File: config.mk
export PLATFORM = sky130hd
export DESIGN_NAME = pulse_interval_recorder
export DESIGN_NICKNAME = d
export VERILOG_FILES = /design/src/rtl/pir_pkg.sv /design/src/rtl/pir_edge_timer.sv /design/src/rtl/pir_store.sv /design/src/rtl/pir_pairs.sv /design/src/rtl/pulse_interval_recorder.sv
export SDC_FILE = /design/constraint.sdc
export NUM_CORES = 1
export LEC_CHECK = 0
export BUFFER_PORTS_ARGS = -buffer_cell sky130_fd_sc_hd__buf_4
export CORE_MARGIN = 2
export CORE_UTILIZATION = 60
export CTS_CLUSTER_DIAMETER = 200
export DETAILED_ROUTE_END_ITERATION = 8
export PLACE_DENSITY = 0.86
export SYNTH_ARGS = -nofsm -noshare
export SYNTH_HDL_FRONTEND = slang
export SYNTH_SLANG_ARGS = --single-unit
File: constraint.sdc
create_clock -name clk -period 7.37 [get_ports clk]
set_input_delay 0.737 -clock clk [delete_from_list [all_inputs] [get_ports clk]]
set_output_delay 0.737 -clock clk [all_outputs]
set_load 0.005 [all_outputs]
File: src/rtl/pir_pkg.sv
package pir_pkg;
  localparam int PIR_TS_W  = 16;
  localparam int PIR_DEPTH = 16;

  typedef enum logic {
    PH_WAIT_FIRST = 1'b0,
    PH_MEASURING  = 1'b1
  } pir_phase_e;
endpackage

File: src/rtl/pir_edge_timer.sv
module pir_edge_timer
  import pir_pkg::*;
#(
  parameter int TSW = PIR_TS_W
) (
  input  logic           clk,
  input  logic           rst,
  input  logic           pulse_in,
  output logic           edge_o,
  output logic           started_o,
  output logic [TSW-1:0] ts_o,
  output logic           cap_o,
  output logic [TSW-1:0] intv_o
);
  // interval between two samples of a wrapping counter
  function automatic logic [TSW-1:0] ts_delta(input logic [TSW-1:0] now_ts,
                                              input logic [TSW-1:0] prev_ts);
    return now_ts - prev_ts;
  endfunction

  logic       pulse_q;
  pir_phase_e phase;
  logic [TSW-1:0] ts, last_ts;

  assign edge_o    = pulse_in & ~pulse_q;
  assign started_o = (phase == PH_MEASURING);
  assign ts_o      = ts;
  assign cap_o     = edge_o & started_o;
  assign intv_o    = ts_delta(ts, last_ts);

  always_ff @(posedge clk) begin
    if (rst) begin
      pulse_q <= 1'b0;
      phase   <= PH_WAIT_FIRST;
      ts      <= '0;
      last_ts <= '0;
    end else begin
      pulse_q <= pulse_in;
      if (started_o || edge_o) ts <= ts + 1'b1;
      if (edge_o) phase <= PH_MEASURING;
      if (cap_o) last_ts <= ts;
    end
  end
endmodule

File: src/rtl/pir_store.sv
module pir_store
  import pir_pkg::*;
#(
  parameter int DEPTH = PIR_DEPTH,
  parameter int W     = PIR_TS_W,
  localparam int IW   = $clog2(DEPTH),
  localparam int CW   = $clog2(DEPTH + 1)
) (
  input  logic                      clk,
  input  logic                      rst,
  input  logic                      wr_en,
  input  logic [W-1:0]              wr_data,
  input  logic [IW-1:0]             rd_idx,
  output logic [W-1:0]              rd_data,
  output logic [DEPTH-1:0][W-1:0]   slots_o,
  output logic [CW-1:0]             count_o,
  output logic [IW-1:0]             wptr_o
);
  logic [IW-1:0] wptr;
  logic [CW-1:0] count;

  for (genvar i = 0; i < DEPTH; i++) begin : g_slot
    always_ff @(posedge clk) begin
      if (rst) slots_o[i] <= '0;
      else if (wr_en && (wptr == IW'(i))) slots_o[i] <= wr_data;
    end
  end

  always_ff @(posedge clk) begin
    if (rst) begin
      wptr  <= '0;
      count <= '0;
    end else if (wr_en) begin
      wptr <= (wptr == IW'(DEPTH - 1)) ? '0 : wptr + 1'b1;
      if (count != CW'(DEPTH)) count <= count + 1'b1;
    end
  end

  assign rd_data = (int'(rd_idx) < DEPTH) ? slots_o[rd_idx] : '0;
  assign count_o = count;
  assign wptr_o  = wptr;
endmodule

File: src/rtl/pir_pairs.sv
module pir_pairs
  import pir_pkg::*;
#(
  parameter int DEPTH = PIR_DEPTH,
  parameter int W     = PIR_TS_W,
  localparam int IW   = $clog2(DEPTH),
  localparam int CW   = $clog2(DEPTH + 1)
) (
  input  logic [DEPTH-1:0][W-1:0] slots,
  input  logic [CW-1:0]           count,
  input  logic [IW-1:0]           rd_idx,
  output logic [W:0]              sum_o,
  output logic                    valid_o
);
  function automatic logic [W:0] pair_add(input logic [W-1:0] a,
                                          input logic [W-1:0] b);
    return {1'b0, a} + {1'b0, b};
  endfunction

  logic [DEPTH-1:0][W:0] sums;
  logic [DEPTH-1:0]      oks;

  for (genvar i = 0; i < DEPTH; i++) begin : g_pair
    if (i < DEPTH - 1) begin : g_has_next
      assign oks[i]  = (count >= CW'(i + 2));
      assign sums[i] = oks[i] ? pair_add(slots[i], slots[i+1]) : '0;
    end else begin : g_last
      assign oks[i]  = 1'b0;
      assign sums[i] = '0;
    end
  end

  always_comb begin
    if (int'(rd_idx) < DEPTH) begin
      sum_o   = sums[rd_idx];
      valid_o = oks[rd_idx];
    end else begin
      sum_o   = '0;
      valid_o = 1'b0;
    end
  end
endmodule

File: src/rtl/pulse_interval_recorder.sv
module pulse_interval_recorder
  import pir_pkg::*;
#(
  parameter int TSW   = PIR_TS_W,
  parameter int DEPTH = PIR_DEPTH,
  localparam int IW   = $clog2(DEPTH),
  localparam int CW   = $clog2(DEPTH + 1)
) (
  input  logic          clk,
  input  logic          rst,
  input  logic          pulse_in,
  input  logic [IW-1:0] rd_idx,
  output logic [TSW-1:0] interval_out,
  output logic [TSW:0]   pair_sum_out,
  output logic           pair_valid,
  output logic [CW-1:0]  valid_count
);
  // named internal events for the checker
  logic                       edge_det;
  logic                       started;
  logic [TSW-1:0]             ts_now;
  logic                       wr_en;
  logic [TSW-1:0]             new_intv;
  logic [DEPTH-1:0][TSW-1:0]  slots;
  logic [IW-1:0]              wr_ptr;

  pir_edge_timer #(.TSW(TSW)) u_timer (
    .clk(clk), .rst(rst), .pulse_in(pulse_in),
    .edge_o(edge_det), .started_o(started), .ts_o(ts_now),
    .cap_o(wr_en), .intv_o(new_intv)
  );

  pir_store #(.DEPTH(DEPTH), .W(TSW)) u_store (
    .clk(clk), .rst(rst), .wr_en(wr_en), .wr_data(new_intv),
    .rd_idx(rd_idx), .rd_data(interval_out), .slots_o(slots),
    .count_o(valid_count), .wptr_o(wr_ptr)
  );

  pir_pairs #(.DEPTH(DEPTH), .W(TSW)) u_pairs (
    .slots(slots), .count(valid_count), .rd_idx(rd_idx),
    .sum_o(pair_sum_out), .valid_o(pair_valid)
  );
endmodule

* After elaboration in Yosys (flattened, before gate mapping) *
Index checks and enable logic that the tools add are counted.

word-level totals
  flip-flop bits (word level) = 299
  input port bits = 7
  output and inout bits = 39
  word-level logic and storage cells = 117

operators by class
  $add $sub $neg = 19
  order comparisons = 16
  eq/ne operators = 16
  mux-type cells = 22
  bitwise logic cells = 3
  reductions and logical operators = 19

operators with widths
  cell                                                                                  count
  17-bit 2-to-1 mux                                                                     16
  16-bit by 16-bit adder with 17-bit output                                             15
  17-bit binary-select mux with 4-bit select                                            1
  16-bit binary-select mux with 4-bit select                                            1
  5-bit by 4-bit greater-or-equal comparator with 1-bit output (second input constant)  8
  4-bit equality test (second input constant)                                           8
  5-bit by 3-bit greater-or-equal comparator with 1-bit output (second input constant)  4
  16-bit by 1-bit adder with 16-bit output (second input constant)                      1
  4-bit by 3-bit equality test with 1-bit output (second input constant)                4
  1-bit logical AND                                                                     16
  16-bit 2-to-1 mux                                                                     1
  16-bit subtractor                                                                     1
  5-bit by 2-bit greater-or-equal comparator with 1-bit output (second input constant)  2
  4-bit by 2-bit equality test with 1-bit output (second input constant)                2
  5-bit by 1-bit adder with 5-bit output (second input constant)                        1
  5-bit greater-or-equal comparator (second input constant)                             1
  4-bit by 5-bit less-than comparator with 1-bit output (second input constant)         1
  5-bit != test (second input constant)                                                 1
  4-bit by 1-bit adder with 4-bit output (second input constant)                        1
  1-bit binary-select mux with 4-bit select                                             1
  4-bit by 1-bit equality test with 1-bit output (second input constant)                1
  4-bit logical NOT                                                                     1
  4-bit 2-to-1 mux                                                                      1
  1-bit bitwise AND                                                                     2
  other kinds (4)                                                                       4

* Logic depth before layout (Yosys ltp) *
  depth after elaboration = 4
  depth in mapped cells = 14
  gate-level depth less buffers = 13

* Hierarchy *
Synthesis repeated with hierarchy kept, for this count alone.

unflattened totals
  cell total of the unflattened synthesis = 3401
  area total of the unflattened synthesis = 26445.4 um^2

modules (own cells, without submodules)
  module          times used  cells an instance  area an instance (um^2)  seq. area each (um^2)
  pir_pairs       1           1748               12555.8                  0.0
  pir_store       1           1372               11651.2                  5305.1
  pir_edge_timer  1           281                2238.4                   680.7

* Least setup slack after synthesis *
No wires, ideal clock.

  kind = in2out
  start point = input port rd_idx[0]
  end point = output port interval_out[1]
  arrival time = 2.773 ns
  data required time = 6.633 ns
  setup slack = 3.860 ns
  cell stages on the path = 5
  buffers on the path = 3
  cells stage by stage = clkbuf_1 -> clkbuf_1 -> clkbuf_1 -> mux4_2 -> mux4_2

on the way
  word-level cells in the longest chain between the ends = 2

ends and longest elaborated chain
  what                                        line                           text
  from (decl)                                 pulse_interval_recorder.sv:12  input logic [IW-1:0] rd_idx,
  16-bit binary-select mux with 4-bit select  pir_store.sv:39                assign rd_data = (int'(rd_idx) < DEPTH) ? slots_o[rd_idx] : '0;
  16-bit 2-to-1 mux (not written as such)     pir_store.sv:39
  to (decl)                                   pulse_interval_recorder.sv:13  output logic [TSW-1:0] interval_out,

Every way passes these cells. The select of a mux whose other input is x is not followed.

* Final worst setup path *
  start point = register u_store.slots_o[192] in the netlist's numbering
  end point = output port pair_sum_out[12]

on the way
  word-level cells in the longest chain between the ends = 4
  elaborated cells on any way between the ends = 6
  classes of those cells = add/sub (2); mux (4)

ends and longest elaborated chain
  what                                          line                           text
  from (decl)                                   pir_store.sv:15                output logic [DEPTH-1:0][W-1:0] slots_o,
  from (signal, indexed assignment)             pir_store.sv:25                else if (wr_en && (wptr == IW'(i))) slots_o[i] <= wr_data;
  16-bit by 16-bit adder with 17-bit output     pir_pairs.sv:17                return {1'b0, a} + {1'b0, b};
  17-bit 2-to-1 mux                             pir_pairs.sv:26                assign sums[i] = oks[i] ? pair_add(slots[i], slots[i+1]) : '0;
  17-bit binary-select mux with 4-bit select *  pir_pairs.sv:35                sum_o = sums[rd_idx];
  17-bit 2-to-1 mux (not written as such) *     pir_pairs.sv:35
  to (decl)                                     pulse_interval_recorder.sv:14  output logic [TSW:0] pair_sum_out,

Every way passes the cells marked *; elsewhere a longest branch is shown, timed or not. The select of a mux whose other input is x is not followed.

==> results.md <==
* Num CTS Buffers at 36
* Post-synthesis instance total at 3202
* Hold path depth at 2
* Final core utilization at 65.3%
* Crit path largest cell delay at 1.06 ns
* Max VDD drop at 0.000203 V
* Static Leak at 11.0 nW
* Final nets at 3453
* Final Cycle Share at 71.4%
* Final min period at 5.26 ns
* Post-CTS setup repair buffer count at 0
* Post-synthesis register bit count at 299
* Clock sink count at 299
* Mapped Avg Cell Area at 7.93 um^2
* Worst hold start: pulse_in
* CP startpoint kind: register
* Seq/Total Area, Yosys at 23.6%
* R2r setup slk at 3.47 ns
* Diode count at 0
* Area after DPL at 0.0262 mm^2
* Syn Nets at 3489
* Mapped cell area at 0.0254 mm^2
* Commonest cells after routing, fill and taps aside: nand2_1, a21oi_1, dfxtp_1
* Finished Cell Area at 0.0273 mm^2
* Initial cell density of the core at 60.7%
* Worst-path clk slew at 0.06 ns
* CTS tree: done
* Core ar. at 0.0419 mm^2
* Layout cells sized above 1 at 8.18%
* Cells along the critical path: ha_1, fa_1, a211oi_1, nor2_1, o221ai_1, o21ai_1, o41ai_1, xnor2_1, a2111oi_0, a211oi_1, buf_4
* Via Count at 25915
* CP max stage cell: a2111oi_0
* Routed WL at 92300 um
* # setup viols final at 0
* Setup CP Type: reg -> out
* Cells on worst reg2reg path at 12
* CTS Buffer Depth at 3
* DIE HEIGHT at 210 um
* Most common cell after layout, fill and taps aside: nand2_1
* CTS root buf: clkbuf_16
* Final Hold Fails at 0
* Setup crit end kind: output port
* Status: complete, no violations
* Iter 0 DRT Violations at 3220
* CP most frequent cell: a211oi_1
* CTS resizes at 0
* Vias in the first global route at 24893
* Chip width at 210 um
* PortBufs at 45
* Power Dens Cells at 141 mW/mm^2
* Final slew viol count at 0
* Max cap viols at 0
* Routability cong. at 1.01
* IO Count at 46
* Reg2reg start: u_timer.ts_o[0]$_SDFFE_PP0P_
* Worst-Skew Late Latency at 0.58 ns
* All-Layer GR Usage at 41.2%
* Post-DR wirelength/cell at 24.8 um
* Top_reg_cell synth: dfxtp_1
* Synth async-reset ratio at 0%
* RSZ-0062 raised after global routing: no
* Post-CTS Hold Buffers at 0
* Vias per Instance at 6.95
* P&R area growth vs syn at 7.63%
* Htree depth at 2
* FF-to-FF End: u_store.slots_o[254]$_SDFFE_PP0P_
* Dpl hpwl at 69500 um
* Hold EP: u_timer.pulse_q$_SDFF_PP0_
* Largest net degree at the start of global routing at 128
* Detailed Routing Iterations Pass 1 at 6
* Routed Antenna Nets at 0
* WP data arrival at 4.52 ns
* Tot Pwr at 3.86 mW
* Worst clock skew at 0.0169 ns
* Die area at 0.0440 mm^2
* Number of flops mapped to enable cells by yosys at 0
* Fmax at 0.190 GHz
* Initial antenna violation count at 3
* Worst-margin pin slew at 1.37 ns
* First-pass GRT wire length at 140000 um
* Ys Warns at 0
* Grt ovf at 0
* Worst Path Max Fanout at 4
* HP Class: in -> reg
* Worst slew margin at 8.09%
* Final setup TNS at 0 ns
* Worst Path Required at 6.63 ns
* DRC viols at 0
* Site Rows at 75
* Post-synthesis cell type count at 80
## worst max-delay path by stage
| stage | from | end | depth (start not counted) |
|---|---|---|---|
| 5_1_grt | u_store.slots_o[192]$_SDFFE_PP0P_ | pair_sum_out[12] | 11 |
| 2_1_floorplan | rd_idx[0] | interval_out[1] | 5 |
| 3_5_place_dp | rd_idx[0] | pair_sum_out[12] | 8 |
| 4_1_cts | u_store.slots_o[192]$_SDFFE_PP0P_ | pair_sum_out[12] | 11 |
| 6_report | u_store.slots_o[192]$_SDFFE_PP0P_ | pair_sum_out[12] | 11 |
| 3_3_place_gp | rd_idx[0] | pair_sum_out[12] | 8 |
## Yosys cell counts, types with 16 or more instances
| cell type | count | area, um^2 |
|---|---|---|
| nand2_1 | 471 | 1770 |
| a21oi_1 | 406 | 2030 |
| dfxtp_1 | 299 | 5990 |
| nor2_1 | 282 | 1060 |
| ha_1 | 264 | 3300 |
| clkbuf_1 | 139 | 522 |
| o21ai_0 | 123 | 616 |
| xnor2_1 | 120 | 1050 |
| inv_1 | 91 | 342 |
| a211oi_1 | 82 | 616 |
| mux4_2 | 81 | 1820 |
| xor2_1 | 81 | 709 |
| a21o_1 | 65 | 488 |
| nand3_1 | 64 | 320 |
| nor3_1 | 57 | 285 |
| a221oi_1 | 44 | 385 |
| o21a_1 | 40 | 300 |
| nor2b_1 | 35 | 219 |
| a31oi_1 | 32 | 200 |
| o221ai_1 | 25 | 219 |
| or3_1 | 25 | 156 |
| nand2b_1 | 24 | 150 |
| and3_1 | 22 | 138 |
| o211ai_1 | 20 | 150 |
| o21ai_1 | 19 | 95.1 |
| o22ai_1 | 19 | 119 |
| nand4_1 | 17 | 106 |
| buf_1 | 16 | 60.1 |
| fa_1 | 16 | 320 |
| o21bai_1 | 16 | 120 |
## critical path: cells and delay by family (launching register included)
family / cells / cell delay, ns
fa+ha+maj: 2 / 0.68
xor+xnor: 1 / 0.12
flops: 1 / 0.34
buf+inv: 1 / 0.22
simple gates: 1 / 0.12
compound gates: 6 / 2.46
## through the flow
step                      cells  setup WS (ns)  hold slack (ns)
after CTS                  3729           2.32            0.396
after floorplan            3202           3.86            0.436
after detailed placement   3667           2.86            0.447
after global placement     3667           2.93            0.441
final                      3729           2.11            0.394
after global routing       3729           2.14            0.422
## area by class of cell
| class | instances | area [um^2] |
|---|---|---|
| Tap cell | 539 | 674 |
| Timing Repair Buffer | 90 | 687 |
| Clock inverter | 10 | 110 |
| Inverter | 93 | 349 |
| Sequential cell | 299 | 5990 |
| Fill cell | 3498 | 14500 |
| Multi-Input combinational cell | 2646 | 18500 |
| Clock buffer | 52 | 1070 |
## kinds of logic after synthesis
group,Yosys count,share of synthesized area (%)
buffers and inverters,257,3.91
XOR/XNOR,201,6.93
flip-flops,299,23.6
AND/OR/NAND/NOR,1050,18.0
multiplexers,85,7.34
AO/OA/AOI/OAI,1030,26.0
adder cells (fa/ha/maj),280,14.3
## registers in the layout, summed over array words and instances, names as in the netlist
signal / count
u_timer.last_ts: 16
u_store.wptr_o: 4
u_store.count_o: 5
u_timer.pulse_q: 1
u_timer.started_o: 1
u_timer.ts_o: 16
u_store.slots_o: 256
## per-layer routing
| metal | GRT usage (%) | vias to the layer above | share of wire [%] |
|---|---|---|---|
| met4 | 22.2 | 0 | 5.8 |
| met3 | 7.44 | 332 | 10 |
| li1 | - | 11697 | - |
| met5 | 0 | - | 0 |
| met2 | 68.7 | 1506 | 47 |
| met1 | 50.6 | 12380 | 37 |
## power breakdown
| part | total, mW | switching (mW) | internal, mW |
|---|---|---|---|
| logic | 0.385 | 0.279 | 0.105 |
| registers | 1.63 | 0.00868 | 1.62 |
| clock network | 1.84 | 0.762 | 1.08 |
No activity file was read; power rests on OpenSTA's default activity.
